### config.mk
export PLATFORM = sky130hd
export DESIGN_NAME = pwrmgmt_regblk
export DESIGN_NICKNAME = d
export VERILOG_FILES = /design/src/rtl/pmr_pkg.sv /design/src/rtl/pmr_tick_gen.sv /design/src/rtl/pmr_timer.sv /design/src/rtl/pmr_apm.sv /design/src/rtl/pwrmgmt_regblk.sv
export SDC_FILE = /design/constraint.sdc
export NUM_CORES = 1
export LEC_CHECK = 0
export BUFFER_PORTS_ARGS = -buffer_cell sky130_fd_sc_hd__buf_2
export CORE_MARGIN = 10
export CORE_UTILIZATION = 55
export DETAILED_ROUTE_END_ITERATION = 16
export GPL_TIMING_DRIVEN = 0
export PLACE_DENSITY = 0.8
export SYNTH_ARGS = -nofsm -noshare
export SYNTH_HDL_FRONTEND = slang
export SYNTH_SLANG_ARGS = --single-unit
### constraint.sdc
create_clock -name clk -period 3.43 [get_ports clk]
set_input_delay 0 -clock clk [delete_from_list [all_inputs] [get_ports clk]]
set_output_delay 0 -clock clk [all_outputs]
set_load 0.01 [all_outputs]
### src/rtl/pmr_pkg.sv
package pmr_pkg;

    // register offsets within the decoded 6-bit window
    localparam logic [5:0] OFS_STS = 6'h00;
    localparam logic [5:0] OFS_EN  = 6'h02;
    localparam logic [5:0] OFS_CTL = 6'h04;
    localparam logic [5:0] OFS_TMR = 6'h08;

    // status / enable bit positions
    localparam int B_TMR  = 0;
    localparam int B_GBL  = 5;
    localparam int B_PWR  = 8;
    localparam int B_RTC  = 10;
    localparam int B_WAKE = 15;

    // control bit positions
    localparam int B_SCIEN  = 0;
    localparam int B_SLPGO  = 13;
    localparam int SLPT_LSB = 10;

    localparam logic [15:0] SCI_MASK = (16'h1 << B_RTC) | (16'h1 << B_PWR)
                                     | (16'h1 << B_GBL) | (16'h1 << B_TMR);
    localparam logic [15:0] STS_IMPL = SCI_MASK | (16'h1 << B_WAKE);

    // command byte codes
    localparam logic [7:0] CMD_SCI_ON  = 8'hF1;
    localparam logic [7:0] CMD_SCI_OFF = 8'hF0;

    typedef enum logic [2:0] {
        SLP_SOFT_OFF = 3'd0,
        SLP_RESUME   = 3'd1
    } slp_kind_e;

    typedef struct packed {
        logic shutdown;
        logic resume;
    } slp_act_t;

    typedef struct packed {
        logic        rd16;
        logic        wr16;
        logic        rd32;
        logic [5:0]  ofs;
        logic [15:0] data;
    } io_req_t;

    function automatic logic [15:0] w1c_merge(input logic [15:0] cur,
                                              input logic [15:0] clr,
                                              input logic [15:0] set);
        return ((cur & ~clr) | set) & STS_IMPL;
    endfunction

    function automatic slp_act_t decode_sleep(input logic [15:0] v);
        slp_act_t a;
        a = '0;
        if (v[B_SLPGO]) begin
            case (v[SLPT_LSB +: 3])
                SLP_SOFT_OFF: a.shutdown = 1'b1;
                SLP_RESUME:   a.resume   = 1'b1;
                default:      a = '0;
            endcase
        end
        return a;
    endfunction

endpackage

### src/rtl/pmr_tick_gen.sv
module pmr_tick_gen #(
    parameter bit          USE_EXT_TICK = 1'b0,
    parameter int unsigned CLK_HZ       = 100_000_000,
    parameter int unsigned TICK_HZ      = 3_579_545
) (
    input  logic clk,
    input  logic rst,
    input  logic tick_in,
    output logic tick
);
    generate
        if (USE_EXT_TICK) begin : g_ext
            logic unused_clk_rst;
            assign unused_clk_rst = &{1'b0, clk, rst};
            assign tick = tick_in;
        end else begin : g_frac
            localparam int ACC_W = $clog2(CLK_HZ + TICK_HZ) + 1;
            logic [ACC_W-1:0] acc_q;
            logic [ACC_W-1:0] sum;
            logic             wrap;
            logic             unused_tick_in;

            assign unused_tick_in = tick_in;
            assign sum  = acc_q + ACC_W'(TICK_HZ);
            assign wrap = (sum >= ACC_W'(CLK_HZ));

            always_ff @(posedge clk) begin
                if (rst) begin
                    acc_q <= '0;
                end else if (wrap) begin
                    acc_q <= sum - ACC_W'(CLK_HZ);
                end else begin
                    acc_q <= sum;
                end
            end
            assign tick = wrap;
        end
    endgenerate
endmodule

### src/rtl/pmr_timer.sv
module pmr_timer #(
    parameter int TMR_W = 24
) (
    input  logic             clk,
    input  logic             rst,
    input  logic             tick,
    output logic [TMR_W-1:0] count,
    output logic             ovf_hit
);
    localparam int MSB = TMR_W - 1;

    logic [TMR_W-1:0] count_q;
    logic [TMR_W-1:0] count_nxt;

    assign count_nxt = count_q + TMR_W'(1);
    // a crossing of a multiple of 2^(TMR_W-1) flips the top bit
    assign ovf_hit   = tick && (count_nxt[MSB] != count_q[MSB]);

    always_ff @(posedge clk) begin
        if (rst) begin
            count_q <= '0;
        end else if (tick) begin
            count_q <= count_nxt;
        end
    end

    assign count = count_q;
endmodule

### src/rtl/pmr_apm.sv
module pmr_apm (
    input  logic       clk,
    input  logic       rst,
    input  logic       wr,
    input  logic       sel,
    input  logic [7:0] wdata,
    input  logic       smi_en,
    output logic [7:0] rdata,
    output logic       sci_on,
    output logic       sci_off,
    output logic       smi_req
);
    import pmr_pkg::*;

    logic [7:0] cmd_q;
    logic [7:0] scratch_q;
    logic       smi_q;
    logic       cmd_wr;

    assign cmd_wr  = wr && !sel;
    assign sci_on  = cmd_wr && (wdata == CMD_SCI_ON);
    assign sci_off = cmd_wr && (wdata == CMD_SCI_OFF);

    always_ff @(posedge clk) begin
        if (rst) begin
            cmd_q     <= '0;
            scratch_q <= '0;
            smi_q     <= 1'b0;
        end else begin
            smi_q <= cmd_wr && smi_en;
            if (cmd_wr) begin
                cmd_q <= wdata;
            end
            if (wr && sel) begin
                scratch_q <= wdata;
            end
        end
    end

    assign rdata   = sel ? scratch_q : cmd_q;
    assign smi_req = smi_q;
endmodule

### src/rtl/pwrmgmt_regblk.sv
module pwrmgmt_regblk #(
    parameter int          ADDR_W       = 16,
    parameter int          TMR_W        = 24,
    parameter bit          USE_EXT_TICK = 1'b0,
    parameter int unsigned CLK_HZ       = 100_000_000,
    parameter int unsigned TICK_HZ      = 3_579_545
) (
    input  logic              clk,
    input  logic              rst,
    input  logic              tick_in,
    input  logic              io_valid,
    input  logic              io_write,
    input  logic              io_wide,
    input  logic [ADDR_W-1:0] io_addr,
    input  logic [31:0]       io_wdata,
    output logic [31:0]       io_rdata,
    input  logic              apm_wr,
    input  logic              apm_sel,
    input  logic [7:0]        apm_wdata,
    output logic [7:0]        apm_rdata,
    input  logic              smi_en,
    input  logic              pwrbtn_strobe,
    output logic              sci,
    output logic              smi_req,
    output logic              shutdown_req,
    output logic              reset_req
);
    import pmr_pkg::*;

    logic             tick;
    logic [TMR_W-1:0] tmr_count;
    logic             ovf_hit;
    logic             sci_on;
    logic             sci_off;

    logic [15:0] sts_q;
    logic [15:0] en_q;
    logic [15:0] ctl_q;
    logic        shutdown_q;
    logic        reset_q;

    io_req_t     req;
    slp_act_t    slp;
    logic [15:0] sts_set;
    logic [15:0] sts_clr;
    logic        pwr_hit;
    logic        unused_io;

    // ---------------- sub-blocks
    pmr_tick_gen #(
        .USE_EXT_TICK (USE_EXT_TICK),
        .CLK_HZ       (CLK_HZ),
        .TICK_HZ      (TICK_HZ)
    ) u_tick (
        .clk     (clk),
        .rst     (rst),
        .tick_in (tick_in),
        .tick    (tick)
    );

    pmr_timer #(.TMR_W(TMR_W)) u_timer (
        .clk     (clk),
        .rst     (rst),
        .tick    (tick),
        .count   (tmr_count),
        .ovf_hit (ovf_hit)
    );

    pmr_apm u_apm (
        .clk     (clk),
        .rst     (rst),
        .wr      (apm_wr),
        .sel     (apm_sel),
        .wdata   (apm_wdata),
        .smi_en  (smi_en),
        .rdata   (apm_rdata),
        .sci_on  (sci_on),
        .sci_off (sci_off),
        .smi_req (smi_req)
    );

    // ---------------- access decode
    assign unused_io = &{1'b0, io_addr[ADDR_W-1:6], io_wdata[31:16]};

    always_comb begin
        req.ofs  = io_addr[5:0];
        req.data = io_wdata[15:0];
        req.wr16 = io_valid &&  io_write && !io_wide;
        req.rd16 = io_valid && !io_write && !io_wide;
        req.rd32 = io_valid && !io_write &&  io_wide;
    end

    assign slp     = (req.wr16 && req.ofs == OFS_CTL) ? decode_sleep(req.data) : '0;
    assign pwr_hit = pwrbtn_strobe && en_q[B_PWR];

    always_comb begin
        sts_set = '0;
        sts_set[B_TMR] = ovf_hit;
        sts_set[B_PWR] = pwr_hit || slp.resume;
        sts_set[B_WAKE] = slp.resume;
        sts_clr = (req.wr16 && req.ofs == OFS_STS) ? req.data : '0;
    end

    // ---------------- register state
    always_ff @(posedge clk) begin
        if (rst) begin
            sts_q      <= '0;
            en_q       <= '0;
            ctl_q      <= '0;
            shutdown_q <= 1'b0;
            reset_q    <= 1'b0;
        end else begin
            sts_q      <= w1c_merge(sts_q, sts_clr, sts_set);
            shutdown_q <= slp.shutdown;
            reset_q    <= slp.resume;
            if (req.wr16 && req.ofs == OFS_EN) begin
                en_q <= req.data;
            end
            if (req.wr16 && req.ofs == OFS_CTL) begin
                ctl_q <= req.data & ~(16'h1 << B_SLPGO);
            end
            // the command port acts after the register port on bit 0
            if (sci_on) begin
                ctl_q[B_SCIEN] <= 1'b1;
            end else if (sci_off) begin
                ctl_q[B_SCIEN] <= 1'b0;
            end
        end
    end

    // ---------------- read mux
    always_comb begin
        io_rdata = '0;
        if (req.rd16) begin
            case (req.ofs)
                OFS_STS: io_rdata = {16'h0, sts_q};
                OFS_EN:  io_rdata = {16'h0, en_q};
                OFS_CTL: io_rdata = {16'h0, ctl_q};
                default: io_rdata = '0;
            endcase
        end else if (req.rd32 && req.ofs == OFS_TMR) begin
            io_rdata = 32'(tmr_count);
        end
    end

    assign sci          = |(sts_q & en_q & SCI_MASK);
    assign shutdown_req = shutdown_q;
    assign reset_req    = reset_q;
endmodule

Yosys cells after proc, flatten, opt, wreduce, memory -nomap -nowiden:

Index checks and enable logic that the tools add are counted.

* register bits: 107
* input bits: 66

* $add $sub $neg: 3
* order comparisons: 1
* eq/ne operators: 7
* muxes and demuxes: 13
* bitwise logic cells: 6
* reductions and logical operators: 25

Operators with widths (number)
* $pmux W16 S3: 1
* $mux W32: 1
* $add A28 B22 Y28 const B: 1
* $ge A28 B27 Y1 const B: 1
* $mux W28: 1
* $sub A28 B27 Y28 const B: 1
* $add A24 B1 Y24 const B: 1
* $mux W24: 1
* $and A16 B16 Y16: 1
* $eq A8 B8 Y1 const B: 2
* $logic_and A1 B1 Y1: 16
* $mux W16: 1
* $not A16 Y16: 1
* $or A16 B16 Y16: 1
* $and A11 B11 Y11: 1
* $mux W8: 1
* $mux W1: 7
* $eq A6 B2 Y1 const B: 1
* $eq A6 B3 Y1 const B: 1
* $eq A6 B4 Y1 const B: 1
* $logic_not A6 Y1: 1
* $reduce_or A4 Y1: 1
* $eq A3 B1 Y1 const B: 1
* $logic_not A1 Y1: 3
* other kinds (6): 7

Logic depth before layout (Yosys ltp):

Gate-level depths: netlist of the first run.

* word-level depth: 7
* mapped depth: 16

Hierarchy:

From an unflattened synthesis of the first run, not the netlist that was laid out.

* cell total of the unflattened synthesis: 732
* area, all modules: 6062.1 um^2

By module, submodules not included
* pmr_tick_gen: instances 1, cells each 273, area an instance 2322.2 um^2, seq. area each 560.5 um^2
* pwrmgmt_regblk: instances 1, cells each 242, area an instance 1919.3 um^2, seq. area each 760.7 um^2
* pmr_timer: instances 1, cells each 128, area an instance 1082.3 um^2, seq. area each 480.5 um^2
* pmr_apm: instances 1, cells each 89, area an instance 738.2 um^2, seq. area each 340.3 um^2

Least setup slack after synthesis of the first run:

Ideal clock, no wire load.

* path type: register to register
* start: reg u_tick.g_frac.acc_q[0]
* end: reg u_tick.g_frac.acc_q[14]
* library setup time: 0.123 ns
* arrival time: 2.989 ns
* required time: 3.307 ns
* path slack: 0.318 ns
* cell stages (with the launch flop): 12
* period minus slack after synthesis: 3.112 ns
* cells stage by stage: dfxtp_1 -> ha_1 -> a211o_1 -> a221oi_4 -> o21ai_0 -> xnor2_2 -> o2bb2ai_1 -> a31o_1 -> a31o_2 -> and3_1 -> a31oi_1 -> mux2_1

* word-level cells in the longest chain between the ends: 3

Ends and longest elaborated chain
* start, declared: RTL line pmr_tick_gen.sv:18 `logic [ACC_W-1:0] acc_q;`
* start signal, assigned: RTL line pmr_tick_gen.sv:31 `acc_q <= sum - ACC_W'(CLK_HZ);`
* start signal, assigned: RTL line pmr_tick_gen.sv:33 `acc_q <= sum;`
* $add A28 B22 Y28 (*): RTL line pmr_tick_gen.sv:24 `assign sum = acc_q + ACC_W'(TICK_HZ);`
* $sub A28 B27 Y28 or $ge A28 B27 Y1 (tied branches): RTL line pmr_tick_gen.sv:31, pmr_tick_gen.sv:25
* $mux W28 (*): RTL line pmr_tick_gen.sv:30 `end else if (wrap) begin`

Mark *: on every way between the ends. The rest lies on a longest branch, timed or not.
A chain may end at the register's enable or synchronous reset.

Final worst setup path of the first run:

* start: reg u_tick.g_frac.acc_q[3]
* end: reg u_tick.g_frac.acc_q[14]

The elaborated chain is that of the path after synthesis.

==> tab_implementation.tex, run 1 <==
\begin{tabular}{lr}
\hline
Metric & Value \\
\hline
\multicolumn{2}{l}{\textbf{Worst setup path}} \\
Depth of the most critical reg-to-reg path & 12 \\
Reg2reg setup slack & 0.09 ns \\
Worst Setup End Kind & flip-flop \\
Startpoint of the lowest-slack register-to-register path & u\_tick.g\_frac.acc\_q[3] \\
Critical Path RT & between 3 and 4 ns \\
Reg-to-Reg End & u\_tick.g\_frac.acc\_q[14] \\
Arrival time of the worst setup path & 3.61 ns \\
Worst-path fanout max & 8 \\
Worst setup path category & reg -> reg \\
Worst Setup Start Kind & flip-flop \\
\multicolumn{2}{l}{\textbf{STA}} \\
Top achievable clock speed & 300 MHz \\
Relative max-transition margin & 0.454 \\
Worst clock skew on the final layout & 0.0160 ns \\
Crit path time final & 3.34 ns \\
Final critical-path share of the clock period & 0.973 \\
Number of endpoints failing setup at the final stage & 0 \\
Slew Limit Fails & 0 \\
Worst Slack Setup Final & about 0.092 ns \\
Post-route setup TNS & 0 ns \\
Worst Max-Slew Pin Slew & 0.817 ns \\
Final Hold Fails & 0 \\
\multicolumn{2}{l}{\textbf{Placed design}} \\
Placed cell area & 6350 um\^{}2 \\
DP Worst Slack & -0.253 ns \\
Placed wire-length estimate after detailed placement & around 12,000 um \\
Weighted congestion at the end of routability-driven global placement & 0.898 \\
IO buf count & 71 \\
\multicolumn{2}{l}{\textbf{Drt}} \\
Post-route ant nets & 0 \\
Detailed-route vias per instance & 5.72 \\
Initial drt markers & about 540 \\
Remaining routing DRC violations & 0 \\
Detailed-routing iteration count for the pre-antenna-repair pass & 5 \\
Average detailed-routed wire length per instance & approximately 17 um \\
Post-Route WL & 17,000 um \\
Count of vias placed by the detailed router & 5,767 \\
\multicolumn{2}{l}{\textbf{Yosys}} \\
Cell taking the most area after synthesis & sky130\_fd\_sc\_hd\_\_dfxtp\_1 \\
Ranking of synthesized cells by area & sky130\_fd\_sc\_hd\_\_dfxtp\_1 37\%, sky130\_fd\_sc\_hd\_\_nand2\_1 8.6\%, sky130\_fd\_sc\_hd\_\_a21oi\_1 6.4\% \\
Number of flops mapped to enable cells by yosys & 0 \\
Share of synthesized area occupied by flip-flops and latches & 0.369 \\
Instance count of the mapped netlist & 738 \\
Mapped cell area & 5800 um\^{}2 \\
Syn Area/Cell & 7.86 um\^{}2 \\
Most used flip-flop cell after synthesis & sky130\_fd\_sc\_hd\_\_dfxtp\_1 \\
Portion of synthesized cell area occupied by the leading cell type & 0.369 \\
Warnings, synthesis & 0 \\
Seq cells post-synth & 107 \\
Async set-reset flop share out of synthesis & 0 \\
Unique cell type count in the Yosys netlist & 69 \\
\multicolumn{2}{l}{\textbf{Die}} \\
Ports & 110 \\
Core outline area & 10,300 um\^{}2 \\
Initial core utilization & 0.564 \\
Full die area & 15,000 um\^{}2 \\
Standard-cell rows & 37 \\
Width of the die & roughly 120 um \\
Overall die height & 123 um \\
\multicolumn{2}{l}{\textbf{Worst hold path}} \\
Hold Startpoint & apm\_wr \\
End of the worst hold path & u\_apm.scratch\_q[0] \\
Tightest Hold Check Type & in -> reg \\
Number of cells on the worst hold path & 4 \\
\multicolumn{2}{l}{\textbf{Layout}} \\
Layout area overhead & 21.9\% \\
Filler cell count in the final layout & 847 \\
Most common cell after layout, fill and taps aside & sky130\_fd\_sc\_hd\_\_nand2\_1 \\
Non-Filler Cell Area, Final & 7070 um\^{}2 \\
Post-layout utilization of the core & 0.688 \\
Leading cell types in the layout, fill and taps excluded & 133 x sky130\_fd\_sc\_hd\_\_nand2\_1, 105 x sky130\_fd\_sc\_hd\_\_dfxtp\_1, 76 x sky130\_fd\_sc\_hd\_\_buf\_2, 74 x sky130\_fd\_sc\_hd\_\_a21oi\_1, 66 x sky130\_fd\_sc\_hd\_\_nor2\_1 \\
Antenna diodes & 0 \\
Nets@finish & 937 \\
Ratio of cells with drive above 1 in the final layout & 0.194 \\
\multicolumn{2}{l}{\textbf{Run status}} \\
Status & finished clean \\
\multicolumn{2}{l}{\textbf{GRT}} \\
Vias in the first global route & 5,604 \\
Total routing usage reported by global routing & 0.221 \\
Largest net degree at the start of global routing & 21 \\
Initial antenna violation count & 0 \\
Global-route wire length before repair & 27,300 um \\
Congestion Overflow GR & 0 \\
\multicolumn{2}{l}{\textbf{Power and ir drop}} \\
Post-layout power & 3.30 mW \\
Cell Pwr Density & about 470 nW/um\^{}2 \\
Max rail drop VDD & approximately 0.00029 V \\
Leakage power & 2.68 nW \\
\multicolumn{2}{l}{\textbf{Clock network}} \\
Clk slew on worst S/H paths & 0.12 ns \\
Number of buffers inserted during clock tree synthesis & 9 \\
Total number of H-tree levels & 3 \\
Worst-case clock buffer depth & 2 \\
CTS tree & done \\
Root cell of the clock tree & sky130\_fd\_sc\_hd\_\_clkbuf\_8 \\
Sinks on the clock net & 107 \\
Insertion delay to the later sink of the worst-skew pair & 0.38 ns \\
\multicolumn{2}{l}{\textbf{Job}} \\
Max-cap violation count & 0 \\
\hline
\end{tabular}
[power by group]
| part | switching, mW | total [mW] | internal [mW] |
|---|---|---|---|
| combinational | 0.619 | 1.10 | 0.478 |
| sequential | 0.0947 | 1.42 | 1.33 |
| clock | 0.488 | 0.777 | 0.288 |
| total | 1.20 | 3.30 | 2.09 |
[logic make-up after synthesis]
| kind of cell | synth area share |
|---|---|
| xor+xnor | 0.0857 |
| fa+ha+maj | 0.00863 |
| compound gates | 0.166 |
| other cells | 0.000647 |
| simple gates | 0.282 |
| mux | 0.0352 |
| flops | 0.369 |
| buf+inv | 0.0527 |
[Yosys cell counts (3+ instances only)]
cell type,number
sky130_fd_sc_hd__a211oi_1,5
sky130_fd_sc_hd__a21o_1,4
sky130_fd_sc_hd__a21oi_1,74
sky130_fd_sc_hd__a22oi_1,15
sky130_fd_sc_hd__a31oi_1,4
sky130_fd_sc_hd__and2_1,14
sky130_fd_sc_hd__and3_1,10
sky130_fd_sc_hd__and4_1,4
sky130_fd_sc_hd__buf_2,7
sky130_fd_sc_hd__buf_4,8
sky130_fd_sc_hd__buf_6,4
sky130_fd_sc_hd__clkbuf_1,35
sky130_fd_sc_hd__dfxtp_1,107
sky130_fd_sc_hd__ha_1,4
sky130_fd_sc_hd__inv_1,7
sky130_fd_sc_hd__mux2_2,9
sky130_fd_sc_hd__mux2i_1,8
sky130_fd_sc_hd__nand2_1,133
sky130_fd_sc_hd__nand2b_1,6
sky130_fd_sc_hd__nand3_1,33
sky130_fd_sc_hd__nand4_1,13
sky130_fd_sc_hd__nor2_1,66
sky130_fd_sc_hd__nor2b_1,4
sky130_fd_sc_hd__nor3_1,14
sky130_fd_sc_hd__nor3_2,3
sky130_fd_sc_hd__nor3b_1,4
sky130_fd_sc_hd__nor4_1,3
sky130_fd_sc_hd__nor4b_1,3
sky130_fd_sc_hd__o211ai_1,3
sky130_fd_sc_hd__o21ai_0,28
sky130_fd_sc_hd__or2_2,3
sky130_fd_sc_hd__or3_1,4
sky130_fd_sc_hd__xnor2_1,28
sky130_fd_sc_hd__xor2_1,25
[routing by layer]
layer	wire (um)	part of all wire	track usage	vias up
met4	427	0.025	0.0825	0
met3	1210	0.071	0.0441	39
li1	-	-	-	2782
met5	0	0	0	-
met1	6970	0.41	0.270	2710
met2	8390	0.49	0.377	236
[critical path: stages, from the launching register on]
cell and delay (ns):
sky130_fd_sc_hd__dfxtp_1 0.31, sky130_fd_sc_hd__buf_2 0.19, sky130_fd_sc_hd__a311o_2 0.47, sky130_fd_sc_hd__a221oi_4 0.37, sky130_fd_sc_hd__a21oi_2 0.17, sky130_fd_sc_hd__xnor2_2 0.20
sky130_fd_sc_hd__buf_4 0.17, sky130_fd_sc_hd__o2bb2ai_2 0.13, sky130_fd_sc_hd__a31o_1 0.26, sky130_fd_sc_hd__a31o_2 0.26, sky130_fd_sc_hd__and3_1 0.20, sky130_fd_sc_hd__a31oi_2 0.18
sky130_fd_sc_hd__mux2_1 0.34
[final cells by class]
| cell class | count | area, um^2 | area share |
|---|---|---|---|
| Buffer | 56 | 284 | 0.0402 |
| Clock buffer | 10 | 128 | 0.0181 |
| Clock inverter | 6 | 65.1 | 0.00920 |
| Inverter | 7 | 26.3 | 0.00372 |
| Multi-Input combinational cell | 575 | 3520 | 0.498 |
| Sequential cell | 107 | 2150 | 0.304 |
| Tap cell | 136 | 170 | 0.0241 |
| Timing Repair Buffer | 111 | 727 | 0.103 |
[worst max path at each step]
stage	start	cells past startpoint	end	slack, ns
2_1_floorplan	u_tick.g_frac.acc_q[0]	11	u_tick.g_frac.acc_q[14]	0.32
3_3_place_gp	u_tick.g_frac.acc_q[0]	11	u_tick.g_frac.acc_q[21]	-0.13
3_5_place_dp	u_tick.g_frac.acc_q[0]	11	u_tick.g_frac.acc_q[14]	-0.25
4_1_cts	u_tick.g_frac.acc_q[0]	11	u_tick.g_frac.acc_q[14]	0.02
5_1_grt	u_tick.g_frac.acc_q[2]	11	u_tick.g_frac.acc_q[14]	-0.02
6_report	u_tick.g_frac.acc_q[3]	12	u_tick.g_frac.acc_q[14]	0.09
[state kept, by name (all words and copies together), names as in the netlist]
name                 cells
reset_req                1
shutdown_req             1
u_timer.count           24
u_apm.cmd_q              8
u_apm.scratch_q          8
ctl_q                   15
u_apm.smi_req            1
u_tick.g_frac.acc_q     28
en_q                    16
sts_q                    5
[through the flow]
stage	hold slack, ns	cells
after global routing	0.211	1008
after detailed placement	0.220	952
after CTS	0.155	998
final	0.165	1008
after floorplan	0.0772	745
after global placement	0.220	952
[what timing repair did]
item,in CTS,in global routing
endpoints found under the hold margin,55,0
endpoints found under the setup margin,27,44
hold buffers,27,0
resized for setup,10,22
buffers inserted,3,10
pin swaps,4,11
No activity file was read; power rests on OpenSTA's default activity.
==> run 2, diff against run 1 <==
Settings changed: CORE_ASPECT_RATIO set to 0.75.
==> tab_implementation.tex, run 2 (synthesized netlist as in run 1, its figures left out) <==
\begin{tabular}{lr}
\hline
Metric & Value \\
\hline
\multicolumn{2}{l}{\textbf{Layout}} \\
Area of combinational cells with multiple inputs & 3550 um\^{}2 (+0.96\%) \\
Antenna diodes & 0 (unchanged) \\
Layout area overhead & 24.5\% \\
Filler cell count in the final layout & 802 (-5.3\%) \\
Post-layout utilization of the core & 0.701 (+0.0136) \\
Area used by sequential logic in the layout & 2150 um\^{}2 (about the same) \\
Leading cell types in the layout, fill and taps excluded & 133 x sky130\_fd\_sc\_hd\_\_nand2\_1, 104 x sky130\_fd\_sc\_hd\_\_dfxtp\_1, 75 x sky130\_fd\_sc\_hd\_\_buf\_2, 74 x sky130\_fd\_sc\_hd\_\_a21oi\_1, 66 x sky130\_fd\_sc\_hd\_\_nor2\_1 \\
Ratio of cells with drive above 1 in the final layout & 0.197 (+0.00321) \\
Register ranked first by flip-flop count & u\_tick.g\_frac.acc\_q \\
Most common cell after layout, fill and taps aside & sky130\_fd\_sc\_hd\_\_nand2\_1 \\
Non-Filler Cell Area, Final & 7220 um\^{}2 (+2.1\%) \\
Nets@finish & 938 (+0.11\%) \\
Flip-flop count of the largest register after layout & 28 (unchanged) \\
\multicolumn{2}{l}{\textbf{Run status}} \\
Status & finished clean \\
\multicolumn{2}{l}{\textbf{Power and ir drop}} \\
Max rail drop VDD & 0.000337 V (+15\%) \\
Cell Pwr Density & 490 nW/um\^{}2 (+5.2\%) \\
Leakage power & 2.75 nW (+2.8\%) \\
Post-layout power & 3.54 mW (+7.4\%) \\
\multicolumn{2}{l}{\textbf{STA}} \\
Slew Limit Fails & 0 (unchanged) \\
Relative max-transition margin & 0.328 (-0.126) \\
Tightest hold margin & 0.159 ns (-0.00514 ns) \\
Final Hold Fails & 0 (unchanged) \\
Worst Max-Slew Pin Slew & 1.01 ns (+0.188 ns) \\
Number of endpoints failing setup at the final stage & 0 (unchanged) \\
Final critical-path share of the clock period & 0.962 (-0.0117) \\
Crit path time final & 3.30 ns (-0.0401 ns) \\
Worst clock skew on the final layout & 0.00560 ns (-0.0104 ns) \\
Post-route setup TNS & 0 ns (unchanged) \\
Top achievable clock speed & 303 MHz (+1.2\%) \\
\multicolumn{2}{l}{\textbf{Drt}} \\
Count of vias placed by the detailed router & 5,781 (+0.24\%) \\
Detailed-route vias per instance & 5.73 (+0.14\%) \\
Post-Route WL & 16,500 um (-2.6\%) \\
Average detailed-routed wire length per instance & 16.4 um (-2.7\%) \\
Remaining routing DRC violations & 0 (unchanged) \\
Post-route ant nets & 0 (unchanged) \\
Initial drt markers & 466 (-14\%) \\
Detailed-routing iteration count for the pre-antenna-repair pass & 6 (+1) \\
\multicolumn{2}{l}{\textbf{GRT}} \\
Global-route wire length before repair & 26,800 um (-1.9\%) \\
Congestion Overflow GR & 0 (unchanged) \\
Largest net degree at the start of global routing & 20 (-4.8\%) \\
Initial antenna violation count & 0 (unchanged) \\
Total routing usage reported by global routing & 0.210 (-0.0111) \\
Vias in the first global route & 5,467 (-2.4\%) \\
\multicolumn{2}{l}{\textbf{Die}} \\
Core outline area & 10,300 um\^{}2 (+0.12\%) \\
Initial core utilization & 0.563 (-0.000686) \\
Ports & 110 (unchanged) \\
Full die area & 15,100 um\^{}2 (+0.28\%) \\
Overall die height & 109 um (-11\%) \\
Width of the die & 139 um (+13\%) \\
Standard-cell rows & 32 (-14\%) \\
\multicolumn{2}{l}{\textbf{Placed design}} \\
Placed cell area & 6360 um\^{}2 (about the same) \\
IO buf count & 71 (unchanged) \\
Placed wire-length estimate after detailed placement & 11,700 um (+1.4\%) \\
Weighted congestion at the end of routability-driven global placement & 0.931 (+3.7\%) \\
\multicolumn{2}{l}{\textbf{Worst setup path}} \\
Arrival time of the worst setup path & 3.54 ns (-0.07 ns) \\
Buffering stage count on the worst path with inverters included & 2 (unchanged) \\
Worst-path fanout max & 8 (unchanged) \\
Worst Setup End Kind & flip-flop \\
Category of cells accounting for the largest share of critical-path delay & compound AO/OA/AOI/OAI gates \\
Worst setup path category & reg -> reg \\
CP cell instances & buf\_2 -> a311o\_2 -> a221oi\_4 -> nand2\_1 -> nand3b\_1 -> xor2\_1 -> nor4b\_4 -> buf\_4 -> a31o\_4 -> and3\_1 -> a31oi\_1 -> mux2\_1 \\
Worst path max stage delay & 0.44 ns (-0.03 ns) \\
Critical Path RT & 3.67 ns (-0.04 ns) \\
Worst Setup Start Kind & flip-flop \\
Crit-path slowest cell & sky130\_fd\_sc\_hd\_\_a311o\_2 \\
\multicolumn{2}{l}{\textbf{Clock network}} \\
CTS tree & done \\
Sinks on the clock net & 107 (unchanged) \\
Insertion delay to the later sink of the worst-skew pair & 0.35 ns (-0.03 ns) \\
Number of buffers inserted during clock tree synthesis & 9 (unchanged) \\
Total number of H-tree levels & 3 (unchanged) \\
Root cell of the clock tree & sky130\_fd\_sc\_hd\_\_clkbuf\_16 \\
Worst-case clock buffer depth & 2 (unchanged) \\
Clk slew on worst S/H paths & 0.07 ns (-0.05 ns) \\
\multicolumn{2}{l}{\textbf{Job}} \\
Max-cap violation count & 0 (unchanged) \\
\multicolumn{2}{l}{\textbf{Worst hold path}} \\
Tightest Hold Check Type & in -> reg \\
\hline
\end{tabular}
## run 2: worst paths after layout
| check | start | endpoint | slack [ns] | depth (start not counted) |
|---|---|---|---|---|
| setup / recovery | u_tick.g_frac.acc_q[3] | u_tick.g_frac.acc_q[14] | 0.13 | 12 |
| hold / removal | rst | u_tick.g_frac.acc_q[21] | 0.16 | 3 |
| setup reg to reg | u_tick.g_frac.acc_q[3] | u_tick.g_frac.acc_q[14] | 0.13 | 12 |
| hold reg to reg | u_apm.cmd_q[3] | u_apm.cmd_q[3] | 0.45 | 2 |
## run 2: metrics by stage
| stage | std cells | setup WS [ns] |
|---|---|---|
| 3_3_place_gp | 952 | -0.119 |
| 6_report | 1009 | 0.132 |
| 5_1_grt | 1009 | -0.0341 |
| 2_1_floorplan | 745 | 0.318 |
| 3_5_place_dp | 952 | -0.235 |
| 4_1_cts | 1000 | 0.00514 |
## run 2: layer usage
layer / vias up / wire, um / GRT usage / part of all wire
met5: - / 0 / 0 / 0
met4: 0 / 288 / 0.0698 / 0.017
met1: 2726 / 7370 / 0.271 / 0.45
li1: 2785 / - / - / -
met2: 238 / 7570 / 0.342 / 0.46
met3: 32 / 1320 / 0.0504 / 0.080
## run 2: worst min-delay path, cell delays in order
cell and delay [ns]:
sky130_fd_sc_hd__clkbuf_1 0.22, sky130_fd_sc_hd__nor2_1 0.14, sky130_fd_sc_hd__mux2_1 0.12
## run 2: area by class of cell
type,count,area share
inverters,7,0.00364
well taps,136,0.0236
clock buffers,9,0.0312
plain buffers,56,0.0402
multi-input cells,575,0.492
repair buffers,112,0.103
clock inverters,7,0.00849
flip-flops and latches,107,0.298
## run 2: power breakdown
| group | internal, mW | switching, mW |
|---|---|---|
| logic | 0.499 | 0.612 |
| registers | 1.33 | 0.0951 |
| clock network | 0.507 | 0.501 |
## run 2: repair_timing
action                                  in CTS  in global routing
hold buffers                                27                  0
pin swaps                                    2                 12
resized for setup                           11                 27
cloned                                       0                  0
endpoints found under the setup margin      38                 42
buffers inserted                             5                  9
hold endpoints to repair                    54                  0
